--- src/rtl/psw_pkg.sv ---
package psw_pkg;

    typedef enum logic {
        OP_ADD = 1'b0,
        OP_SUB = 1'b1
    } alu_op_e;

    typedef struct packed {
        logic n;
        logic z;
        logic c;
        logic v;
    } nzcv_t;

endpackage

--- src/rtl/psw_nzcv_calc.sv ---
module psw_nzcv_calc
    import psw_pkg::*;
#(
    parameter int DATA_W = 32
) (
    input  alu_op_e             op,
    input  logic [DATA_W-1:0]   result,
    input  logic                carry_raw,
    input  logic                ovf,
    output nzcv_t               flags
);

    always_comb begin
        flags.n = result[DATA_W-1];
        flags.z = (result == '0);
        unique case (op)
            OP_ADD: flags.c = carry_raw;
            OP_SUB: flags.c = ~carry_raw;   // carry means no borrow
            default: flags.c = carry_raw;
        endcase
        flags.v = ovf;
    end

endmodule

--- src/rtl/psw_field_reg.sv ---
module psw_field_reg #(
    parameter int W = 4
) (
    input  logic         clk,
    input  logic         rst,
    input  logic         hw_en,
    input  logic [W-1:0] hw_d,
    input  logic         sw_en,
    input  logic [W-1:0] sw_d,
    output logic [W-1:0] q
);

    // Software load has priority over the hardware load.
    always_ff @(posedge clk) begin
        if (rst) begin
            q <= '0;
        end else if (sw_en) begin
            q <= sw_d;
        end else if (hw_en) begin
            q <= hw_d;
        end
    end

endmodule

--- src/rtl/psw_sticky_bit.sv ---
module psw_sticky_bit (
    input  logic clk,
    input  logic rst,
    input  logic set_evt,
    input  logic sw_en,
    input  logic sw_d,
    output logic q
);

    // Set-only from hardware; only a software write can clear it.
    always_ff @(posedge clk) begin
        if (rst) begin
            q <= 1'b0;
        end else if (sw_en) begin
            q <= sw_d;
        end else if (set_evt) begin
            q <= 1'b1;
        end
    end

endmodule

--- src/rtl/psw_status_reg.sv ---
module psw_status_reg
    import psw_pkg::*;
#(
    parameter int DATA_W = 32,
    parameter int GE_W   = 4
) (
    input  logic              clk,
    input  logic              rst,
    input  logic              alu_op,
    input  logic [DATA_W-1:0] alu_result,
    input  logic              alu_carry,
    input  logic              alu_ovf,
    input  logic              sat_evt,
    input  logic [GE_W-1:0]   ge_vec,
    input  logic              nzcv_upd,
    input  logic              ge_upd,
    input  logic              sw_we,
    input  logic [DATA_W-1:0] sw_wdata,
    output logic [DATA_W-1:0] status_word
);

    localparam int POS_N   = DATA_W - 1;
    localparam int POS_V   = POS_N - 3;
    localparam int POS_Q   = POS_V - 1;
    localparam int GE_LO   = 16;
    localparam int GE_HI   = GE_LO + GE_W - 1;

    alu_op_e     op_kind;
    nzcv_t       nzcv_next;
    logic [3:0]  nzcv_q;
    logic        q_flag;
    logic [GE_W-1:0] ge_q;

    assign op_kind = alu_op_e'(alu_op);

    psw_nzcv_calc #(.DATA_W(DATA_W)) u_calc (
        .op        (op_kind),
        .result    (alu_result),
        .carry_raw (alu_carry),
        .ovf       (alu_ovf),
        .flags     (nzcv_next)
    );

    psw_field_reg #(.W(4)) u_nzcv (
        .clk   (clk),
        .rst   (rst),
        .hw_en (nzcv_upd),
        .hw_d  (nzcv_next),
        .sw_en (sw_we),
        .sw_d  (sw_wdata[POS_N:POS_V]),
        .q     (nzcv_q)
    );

    psw_sticky_bit u_sat (
        .clk     (clk),
        .rst     (rst),
        .set_evt (sat_evt),
        .sw_en   (sw_we),
        .sw_d    (sw_wdata[POS_Q]),
        .q       (q_flag)
    );

    psw_field_reg #(.W(GE_W)) u_ge (
        .clk   (clk),
        .rst   (rst),
        .hw_en (ge_upd),
        .hw_d  (ge_vec),
        .sw_en (sw_we),
        .sw_d  (sw_wdata[GE_HI:GE_LO]),
        .q     (ge_q)
    );

    // Reserved write-data bits are intentionally dropped.
    logic unused_wdata;
    assign unused_wdata = ^{sw_wdata[POS_Q-1:GE_HI+1], sw_wdata[GE_LO-1:0]};

    always_comb begin
        status_word               = '0;
        status_word[POS_N:POS_V]  = nzcv_q;
        status_word[POS_Q]        = q_flag;
        status_word[GE_HI:GE_LO]  = ge_q;
    end

endmodule

--- config.mk ---
export PLATFORM = sky130hd
export DESIGN_NAME = psw_status_reg
export DESIGN_NICKNAME = d
export VERILOG_FILES = /design/src/rtl/psw_pkg.sv /design/src/rtl/psw_nzcv_calc.sv /design/src/rtl/psw_field_reg.sv /design/src/rtl/psw_sticky_bit.sv /design/src/rtl/psw_status_reg.sv
export SDC_FILE = /design/constraint.sdc
export NUM_CORES = 1
export LEC_CHECK = 0
export ABC_AREA = 1
export BUFFER_PORTS_ARGS = -buffer_cell sky130_fd_sc_hd__buf_2
export CORE_ASPECT_RATIO = 0.6
export CORE_UTILIZATION = 26
export DETAILED_ROUTE_END_ITERATION = 6
export PLACE_DENSITY = 0.8
export SLEW_MARGIN = 30
export SYNTH_ARGS = -nofsm -noshare
export SYNTH_HDL_FRONTEND = slang
export SYNTH_HIERARCHICAL = 1
export SYNTH_SLANG_ARGS = --single-unit
--- constraint.sdc ---
create_clock -name clk -period 0.8 [get_ports clk]
set_input_delay 0.04 -clock clk [delete_from_list [all_inputs] [get_ports clk]]
set_output_delay 0.04 -clock clk [all_outputs]
set_load 0.005 [all_outputs]
==> metrics.md, run 1 <==
| Metric | Value |
|---|---|
| Status | complete, no violations |
| DR vias/cell | 3.80 |
| Pin count of the biggest net entering global routing | 10 |
| RSZ-0062 raised after global routing | false |
| Post-detail-place hpwl | 1.72 mm |
| Total global routing overflow | 0 |
| Post-CTS setup repair buffer count | 0 |
| Dpl cells | 225 |
| Port bufs | 62 |
| First-pass GRT wire length | 3.12 mm |
| Initial Util | 29.0% |
| Final setup viols | 0 |
| Slowest cell on the critical path | dfxtp_1 |
| Num Clock Sinks | 9 |
| Final Util | 41.0% |
| CP endpoint kind | output port |
| Via count | 871 |
| Post-synth top area share | 25.7% |
| Largest stage delay, worst path | 0.34 ns |
| Chip width | 71.8 microns |
| DR DRC count | 0 |
| Vias in the first global route | 757 |
| Area growth, synth to finish | 41.4% |
| Synth Register Bits | 9 |
| Total CTS buffers | 3 |
| Total Routed Length | 1.94 mm |
| WL/cell | 8.46 microns |
| Power density cells | 1250 nW/um^2 |
| Mapped Cells | 131 |
| Final Hold Fails | 0 |
| Critical Path Fanout Max | 2 |
| Clock Skew | 0 ns |
| Die ar. | 3150 sq um |
| Post-synth top area cell | buf_4 |
| Worst path cell trace | buf_2 |
| Initial drt markers | 20 |
| CTS tree | done |
| F_max | 1.37 GHz |
| Diode count | 0 |
| Sequential cell area fraction in the yosys report | 23.7% |
| Synth warn | 6 |
| Synthesized cell area | 761 sq um |
| CP top delay family | flip-flops |
| Worst vdd ir | 681 uV |
| Overall Power | 1.35 mW |
| WS Path Type | register to output port |
| Drt pass-1 iters | 4 |
| Share of layout cells above drive strength 1 | 35.5% |
| Final Max Tran Viols | 0 |
| Top Ports | 109 |
| Core footprint | 2630 sq um |
| Worst path bufs/invs | 1 |
| Row Count | 14 |
| Syn_area_per_cell | 5.81 sq um |
| RePlAce Congestion | 0.737 |
| Final net count | 275 |
| Final min period | 0.727 ns |
| Top cells by area, synth | buf_4 26%, dfxtp_1 24%, nand2_1 18% |
| Fin crit share | 90.9% |
| CTS clk-pin slew, worst paths | 0.04 ns |
| Critical path data arrival time | 0.69 ns |
| Leakage | 0.691 nW |
| Clock buffer depth | 2 |
| Worst hold path class | primary input to register |
| Clock root cell | clkbuf_8 |
| Initial antenna violation count | 0 |
| Htree depth | 1 |
| Final instance count without filler cells | 229 |
| Gr usage total | 13.1% |
| Critical Path RT | 0.76 ns |
| Post-DRT Antenna Nets | 0 |
| Maxcap violations | 0 |
| CP Launch Type | register |
| Clock Latency Late Sink | 0.23 ns |
| Die height | 43.9 microns |
| Synth unique cells | 8 |
[Yosys cell counts]
cell type,count
nand2_1,37
buf_4,26
nor2_1,25
inv_1,16
nand3_1,16
dfxtp_1,9
conb_1,1
xor2_1,1
[where the power goes]
group	switching [mW]	leakage (nW)	internal, mW	total, mW
clock	0.170	0.0228	0.346	0.517
combinational	0.162	0.594	0.171	0.333
sequential	0.0152	0.0746	0.480	0.496
total	0.348	0.691	0.998	1.35
[final timing paths]
path | start | end | slack (ns) | depth (start not counted)
min | rst | u_sat/q$_SDFFE_PP0P_ | 0.08 | 4
min reg2reg | u_nzcv/q[0]$_SDFFE_PP0P_ | u_nzcv/q[0]$_SDFFE_PP0P_ | 0.54 | 4
max | u_nzcv/q[2]$_SDFFE_PP0P_ | status_word[30] | 0.07 | 1
max reg2reg | u_ge/q[0]$_SDFFE_PP0P_ | u_ge/q[0]$_SDFFE_PP0P_ | 0.16 | 4
[cell type report]
type / count / area (sq um)
sequential: 9 / 180
timing repair buffer: 66 / 340
inverter: 16 / 60.1
fill: 294 / 1550
clock buffer: 4 / 45.0
multi-input combinational: 102 / 410
tap: 32 / 40.0
[metal layers]
metal / GRT usage, % / vias to the layer above / share of wire [%]
li1: - / 478 / -
met1: 16.1 / 363 / 47
met2: 21.5 / 30 / 45
met3: 5.35 / 0 / 7.1
met4: 3.92 / 0 / 0
met5: 0 / - / 0
[repair_timing]
action / 4_1_cts / 5_1_grt
gates resized for setup: 0 / 1
hold buffers: 0 / 0
endpoints found under the setup margin: 0 / 1
[per-stage QoR]
stage	area, sq um	hold WS, ns	setup slack (ns)	setup TNS (ns)
2_1_floorplan	843	0.160	0.124	0
3_3_place_gp	1030	0.325	-0.110	-0.110
3_5_place_dp	1030	0.322	-0.119	-0.119
4_1_cts	1070	0.0763	0.0540	0
5_1_grt	1080	0.0902	0.0239	0
6_report	1080	0.0791	0.0726	0
[cells in the final DEF, fill, tap and decap left out]
master,Yosys,routed
buf_2,0,62
nand2_1,37,37
nor2_1,25,24
conb_1,1,23
inv_1,16,16
nand3_1,16,16
dfxtp_1,9,9
buf_4,26,4
clkbuf_8,0,3
clkbuf_1,0,1
xor2_1,1,1
nor2_2,0,1
[cell families (layout without fill, tap and decap cells)]
| family | after synthesis | after routing | share of synthesized area [%] |
|---|---|---|---|
| simple gates | 78 | 78 | 41.1 |
| buf+inv | 42 | 86 | 33.6 |
| flops | 9 | 9 | 23.7 |
| other cells | 1 | 23 | 0.493 |
| xor+xnor | 1 | 1 | 1.15 |
[sequential cells by signal (all words and copies together), names as in the netlist]
register and count:
u_ge/q 4, u_nzcv/q 4, u_sat/q 1
No activity file was read; power rests on OpenSTA's default activity.
==> run 2: changes to the inputs <==
--- a/config.mk
+++ b/config.mk
@@ -5,12 +5,11 @@
 export SDC_FILE = /design/constraint.sdc
 export NUM_CORES = 1
 export LEC_CHECK = 0
-export ABC_AREA = 1
 export BUFFER_PORTS_ARGS = -buffer_cell sky130_fd_sc_hd__buf_2
 export CORE_ASPECT_RATIO = 0.6
 export CORE_UTILIZATION = 26
 export DETAILED_ROUTE_END_ITERATION = 6
-export PLACE_DENSITY = 0.8
+export PLACE_DENSITY = 0.82
 export SLEW_MARGIN = 30
 export SYNTH_ARGS = -nofsm -noshare
 export SYNTH_HDL_FRONTEND = slang
==> run 2 against run 1 <==
  * Non-clock buffer count fell by 3
  * Core utilization is 1.9 points higher
  * Power up 2.7%
  * Global-route usage decreased by 0.17 points
  * Clock-buffer cell count unchanged
  * Clock power fell by 1%
  * Critical path type is now primary input to register
  * Critical endpoint is now u_nzcv/q[2]$_SDFFE_PP0P_
  * Hold slack better by 0.0081 ns
  * Clock skew unchanged
  * Combinational power increased by 11%
  * Sequential share of layout area shrank 0.29 points
  * Register-to-register slack got worse by 0.06 ns
==> metrics.md, run 2 <==
| Metric | Value |
|---|---|
| Final Max Tran Viols | 0 (unchanged) |
| Clock Latency Late Sink | 0.22 ns (about the same) |
| Hold Buf Count CTS | 0 (unchanged) |
| Final Hold Fails | 0 (unchanged) |
| Drt pass-1 iters | 4 (unchanged) |
| Total CTS buffers | 3 (unchanged) |
| Status | complete, no violations |
| DR vias/cell | 4.03 (+6.1%) |
| F_max | 1.26 GHz (-8.2%) |
| Core footprint | 2560 sq um (-2.7%) |
| Mapped Cells | 79 (-40%) |
| Synthesized cell area | 714 sq um (-6.1%) |
| Dpl cells | 168 (-25%) |
| CP Launch Type | primary input |
| Diode count | 0 (unchanged) |
| Clock root cell | clkbuf_8 |
| Final setup viols | 0 (unchanged) |
| Row Count | 14 (unchanged) |
| Post-detail-place hpwl | 1.59 mm (-7.6%) |
| Synth warn | 6 (unchanged) |
| Post-synth top area share | 27.3% (+1.7 points) |
| Clock buffer depth | 2 (unchanged) |
| Initial Util | 27.9% (-1.0 points) |
| Critical path data arrival time | 0.93 ns (+0.24 ns) |
| Post-CTS setup repair buffer count | 0 (unchanged) |
| Leakage | 0.552 nW (-20%) |
| CP endpoint kind | register |
| Top cells by area, synth | buf_4 27%, dfxtp_1 25%, mux2i_1 11% |
| R2r setup slk | 0.10 ns (-0.06 ns) |
| Critical Path RT | 0.94 ns (+0.18 ns) |
| Setup WS pre-CTS | -0.241 ns (-0.122 ns) |
| Maxcap violations | 0 (unchanged) |
| Largest registers | u_ge/q (4), u_nzcv/q (4), u_sat/q (1) |
| Post-synth top area cell | buf_4 |
| Via count | 694 (-20%) |
| Top Ports | 109 (unchanged) |
| CTS clk-pin slew, worst paths | 0.05 ns (about the same) |
| Worst setup margin | 0.00722 ns (-0.0653 ns) |
| Final min period | 0.793 ns (+0.0653 ns) |
| Sequential cell area fraction in the yosys report | 25.2% (+1.5 points) |
| Initial drt markers | 16 (-20%) |
| Final instance count without filler cells | 172 (-25%) |
| DR DRC count | 0 (unchanged) |
| Critical Path Fanout Max | 1 (-1) |
| Port bufs | 62 (unchanged) |
| Post-DRT Antenna Nets | 0 (unchanged) |
| Synth cell count leaders | 26 x buf_4, 9 x dfxtp_1, 8 x a211oi_1, 8 x mux2i_1, 8 x nor2b_1 |
| Die height | 42.6 microns (-2.9%) |
| Htree depth | 1 (unchanged) |
| Synth Register Bits | 9 (unchanged) |
| CTS tree | done |
| Synth unique cells | 15 (+7) |
| Pin count of the biggest net entering global routing | 13 (+3) |
| Post-synth EDFFs | 0 (unchanged) |
| Area growth, synth to finish | 53.2% |
| Vias in the first global route | 671 (-11%) |
| Syn_area_per_cell | 9.04 sq um (+56%) |
| RSZ-0062 raised after global routing | true |
| Initial antenna violation count | 0 (unchanged) |
| Setup TNS | 0 ns (unchanged) |
| Final net count | 218 (-21%) |
| Slowest cell on the critical path | nor4_4 |
| RePlAce Congestion | 0.835 (+13%) |
| Chip width | 69.7 microns (-3.0%) |
| Count leader, synth | buf_4 |
| Clock Skew | 0 ns (unchanged) |
| Synth Flop Type | dfxtp_1 |
| Async S/R FF share, synth | 0% (unchanged) |
| Worst vdd ir | 377 uV (-45%) |
| WL/cell | 11.1 microns (+31%) |
| Share of layout cells above drive strength 1 | 55.0% (+19 points) |
| Num Clock Sinks | 9 (unchanged) |
| Total global routing overflow | 0 (unchanged) |
| Gr usage total | 13.0% (-0.17 points) |
| Overall Power | 1.38 mW (+2.7%) |
| Largest stage delay, worst path | 0.25 ns (-0.09 ns) |
| First-pass GRT wire length | 3.02 mm (-3.1%) |
| Commonest non-fill, non-tap cell in the layout | buf_2 |
| WS Path Type | primary input to register |
| Commonest non-fill, non-tap cells in the layout | 58 x buf_2, 23 x conb_1, 9 x dfxtp_1 |
| Power density cells | 1260 nW/um^2 (+0.93%) |
| Die ar. | 2970 sq um (-5.9%) |
| Worst hold path class | primary input to register |
| Fin crit share | 99.1% (+8.2 points) |
| Worst path cell trace | buf_2 > nor4_4 > nand4_1 > nor2_1 > mux2i_1 > a211oi_1 |
| Total Routed Length | 1.90 mm (-1.8%) |
## run 2: cell types whose count changed in the layout (fill, tap and decap cells not counted), sizes merged
cell,previous run,this run
nand2,37,0
nor2,25,1
nand3,16,0
inv,16,2
nor2b,0,9
a211oi,0,8
mux2i,0,8
nor4,0,8
buf,66,63
nand4,0,2
nor3,0,2
## run 2: per-layer routing
layer	GRT usage, %	vias up	wire length (microns)
met5	0	-	0
met4	6.40	0	27
met3	2.40	4	78
met2	21.4	21	1010
met1	16.5	318	784
li1	-	351	-
## run 2: area by class of cell
| cell class | instances | area [sq um] |
|---|---|---|
| inverter | 2 | 7.51 |
| tap | 32 | 40.0 |
| sequential | 9 | 180 |
| multi-input combinational | 62 | 479 |
| timing repair buffer | 63 | 343 |
| clock buffer | 4 | 45.0 |
| fill | 254 | 1460 |
## run 2: path summary, 6_finish.rpt
check / startpoint / cells after the start / to
max: alu_result[7] / 6 / u_nzcv/q[2]$_SDFFE_PP0P_
min: sw_wdata[27] / 3 / u_sat/q$_SDFFE_PP0P_
max reg2reg: u_nzcv/q[2]$_SDFFE_PP0P_ / 2 / u_nzcv/q[2]$_SDFFE_PP0P_
min reg2reg: u_nzcv/q[1]$_SDFFE_PP0P_ / 2 / u_nzcv/q[1]$_SDFFE_PP0P_
## run 2: stage by stage
step | area [sq um] | hold WS [ns] | util, %
after CTS | 1040 | 0.0782 | 40.7
after floorplan | 850 | 0.110 | -
final | 1090 | 0.0871 | 42.8
after detailed placement | 990 | 0.315 | 38.7
after global placement | 990 | 0.307 | 38.7
after global routing | 1090 | 0.108 | 42.8
## run 2: what timing repair did
action                                 CTS  global route
setup endpoints to repair                1             1
endpoints found under the hold margin    0             0
gates resized for setup                  1             7
## run 2: cell families after synthesis
kind of cell / after synthesis / share of synthesized area (%)
mux: 8 / 11.2
compound gates: 8 / 8.41
xor+xnor: 1 / 1.23
other cells: 1 / 0.525
buf+inv: 30 / 31.5
flops: 9 / 25.2
simple gates: 22 / 21.9
## run 2: worst max-delay path: cells and delay by family
kind,cells,cell delay [ns]
muxes,1,0.08
buffers and inverters,1,0.11
and+or+nand+nor,3,0.50
AOI/OAI and AO/OA,1,0.21
## run 2: power by group
group / switching, mW / internal, mW / leakage [nW]
combinational: 0.174 / 0.195 / 0.455
sequential: 0.0167 / 0.485 / 0.0751
clock: 0.165 / 0.346 / 0.0228
total: 0.356 / 1.03 / 0.552
==> run 3: changes to the inputs <==
==> constraint.sdc (replaced) <==
create_clock -name clk -period 0.9 [get_ports clk]
set_input_delay 0.045 -clock clk [delete_from_list [all_inputs] [get_ports clk]]
set_output_delay 0.045 -clock clk [all_outputs]
set_load 0.005 [all_outputs]
==> run 3 against run 2 <==
  * Flip-flop and latch count stayed put
  * Sequential share of layout area is 0.15 points higher
  * Critical path depth did not move
  * Non-clock buffer count unchanged
  * Hold slack got worse by 0.0083 ns
  * Sequential power is 11% lower
  * Design area down 0.91%
  * Global-route usage fell by 1.2 points
  * Critical endpoint unchanged
  * Largest power group unchanged
==> metrics.md, run 3 (synthesis results as in run 2) <==
| Metric | Value |
|---|---|
| Status | complete, no violations |
| Gr usage total | 11.8% (-1.2 points) |
| Critical Path RT | 1.04 ns (+0.10 ns) |
| Met2 usage | 18.8% (-2.5 points) |
| Maxcap violations | 0 (unchanged) |
| Pin count of the biggest net entering global routing | 13 (unchanged) |
| Fin crit share | 91.3% |
| Die height | 42.6 microns (unchanged) |
| Clock Skew | 0 ns (unchanged) |
| Worst path cell trace | buf_2 > nor4_4 > nand4_1 > nor2_1 > mux2i_1 > a211oi_1 |
| Slowest cell on the critical path | nor4_4 |
| RePlAce Congestion | 0.755 (-9.6%) |
| Leakage | 0.551 nW (-0.27%) |
| Total CTS buffers | 3 (unchanged) |
| DR vias/cell | 4.06 (+0.58%) |
| RSZ-0062 raised after global routing | true |
| Clock buffer depth | 2 (unchanged) |
| Area growth, synth to finish | 51.8% |
| Layer with the highest usage | met2 |
| F_max | 1.22 GHz |
| Post-DP Area | 937 sq um (-5.3%) |
| Fillers | 269 (+5.9%) |
| Post-DRT Antenna Nets | 0 (unchanged) |
| Final Max Tran Viols | 0 (unchanged) |
| Port bufs | 62 (unchanged) |
| Gate power share | 26.7% (about the same) |
| Commonest non-fill, non-tap cells in the layout | 59 x buf_2, 23 x conb_1, 9 x dfxtp_1 |
| Final net count | 218 (unchanged) |
| Total global routing overflow | 0 (unchanged) |
| Vias in the first global route | 619 (-7.7%) |
| DR DRC count | 0 (unchanged) |
| WL/cell | 11.8 microns (+6.4%) |
| Initial Util | 27.9% (unchanged) |
| Share of layout cells above drive strength 1 | 53.6% (-1.4 points) |
| Sw Pwr | 331 uW (-7.0%) |
| CP endpoint kind | register |
| Diode count | 0 (unchanged) |
| Chip width | 69.7 microns (unchanged) |
| Worst vdd ir | 525 uV (+40%) |
| First-pass GRT wire length | 2.75 mm (-8.9%) |
| Die ar. | 2970 sq um (unchanged) |
| Via count | 698 (+0.58%) |
| Post-detail-place hpwl | 1.50 mm (-5.9%) |
| Setup WS pre-CTS | -0.190 ns (+0.0518 ns) |
| Internal power | 910 uW (-11%) |
| Final setup viols | 0 (unchanged) |
| Final min period | 0.822 ns |
| CTS clk-pin slew, worst paths | 0.05 ns (about the same) |
| Drt pass-1 iters | 4 (unchanged) |
| CTS tree | done |
| Clock Latency Late Sink | 0.23 ns (about the same) |
| Initial antenna violation count | 0 (unchanged) |
| Worst hold path class | primary input to register |
| Top Ports | 109 (unchanged) |
| Power density cells | 1140 nW/um^2 (-9.4%) |
| Largest stage delay, worst path | 0.26 ns (about the same) |
| Post-CTS setup repair buffer count | 0 (unchanged) |
| Clock root cell | clkbuf_8 |
| Total Routed Length | 2.02 mm (+6.4%) |
| Initial drt markers | 19 (+3) |
| Hold Buf Count CTS | 0 (unchanged) |
| Critical Path Fanout Max | 1 (unchanged) |
| Row Count | 14 (unchanged) |
| Commonest non-fill, non-tap cell in the layout | buf_2 |
| GR met1 Demand/Resource | 15.6% (-0.89 points) |
| CP Launch Type | primary input |
| WS Path Type | primary input to register |
| Num Clock Sinks | 9 (unchanged) |
| Worst setup margin | 0.0781 ns (+0.0709 ns) |
| Core footprint | 2560 sq um (unchanged) |
| Dpl cells | 168 (unchanged) |
| Clk pwr share | 37.5% (+0.5 points) |
| Largest registers | u_ge/q (4), u_nzcv/q (4), u_sat/q (1) |
| Htree depth | 1 (unchanged) |
| Register share of total power | 35.9% (-0.4 points) |
| Critical path data arrival time | 0.97 ns (+0.04 ns) |
| Final Cell Area | 1080 sq um (-0.91%) |
| Sw Share | 26.7% (+0.91 points) |
| Met3 usage | 1.44% (-0.96 points) |
| Final Hold Fails | 0 (unchanged) |
| Final instance count without filler cells | 172 (unchanged) |
[run 3: cell count changes in the layout (fill, tap and decap cells not counted)]
cell,change
buf_6,-1
nor4_1,+2
nor4_4,+1
nor4_2,-3
buf_2,+1
[run 3: cell type report]
type / instances / area, sq um / area share [%]
timing repair buffer: 63 / 337 / 31.0
multi-input combinational: 62 / 475 / 43.8
sequential: 9 / 180 / 16.6
tap: 32 / 40.0 / 3.69
inverter: 2 / 7.51 / 0.692
clock buffer: 4 / 45.0 / 4.15
[run 3: path summary, 6_finish.rpt]
kind	start	to	slack, ns	cells past startpoint
max	alu_result[21]	u_nzcv/q[2]$_SDFFE_PP0P_	0.08	6
min	sw_wdata[27]	u_sat/q$_SDFFE_PP0P_	0.08	3
max reg2reg	u_ge/q[0]$_SDFFE_PP0P_	u_ge/q[0]$_SDFFE_PP0P_	0.18	2
min reg2reg	u_sat/q$_SDFFE_PP0P_	u_sat/q$_SDFFE_PP0P_	0.57	2
[run 3: what timing repair did]
item | in CTS | in global routing
endpoints found under the hold margin | 0 | 0
resized for setup | 0 | 14
endpoints found under the setup margin | 0 | 1
[run 3: power groups by stage]
| stage | registers (mW) | clock network, mW | logic [mW] |
|---|---|---|---|
| floorplan | 0.455 | 0 | 0.194 |
| global placement | 0.451 | 0 | 0.275 |
| detailed placement | 0.452 | 0 | 0.277 |
| CTS | 0.445 | 0.474 | 0.278 |
| global route | 0.448 | 0.508 | 0.361 |
| finish | 0.445 | 0.465 | 0.331 |
[run 3: metal layers]
layer | part of all wire, % | wire length (microns)
met5 | 0 | 0
met4 | 0.84 | 17
met3 | 1.2 | 24
met2 | 56 | 1120
met1 | 42 | 857
[run 3: worst max-delay path, delay by kind of cell]
| kind | cells | cell delay (ns) |
|---|---|---|
| compound gates | 1 | 0.21 |
| buf+inv | 1 | 0.12 |
| mux | 1 | 0.09 |
| simple gates | 3 | 0.51 |
[run 3: stage by stage]
stage / util, % / power, mW / hold WS, ns / TNS (ns)
2_1_floorplan: - / 0.649 / 0.115 / 0
3_3_place_gp: 36.6 / 0.726 / 0.307 / -0.177
3_5_place_dp: 36.6 / 0.729 / 0.313 / -0.190
4_1_cts: 38.4 / 1.20 / 0.0744 / 0
5_1_grt: 42.4 / 1.32 / 0.114 / -0.0143
6_report: 42.4 / 1.24 / 0.0788 / 0
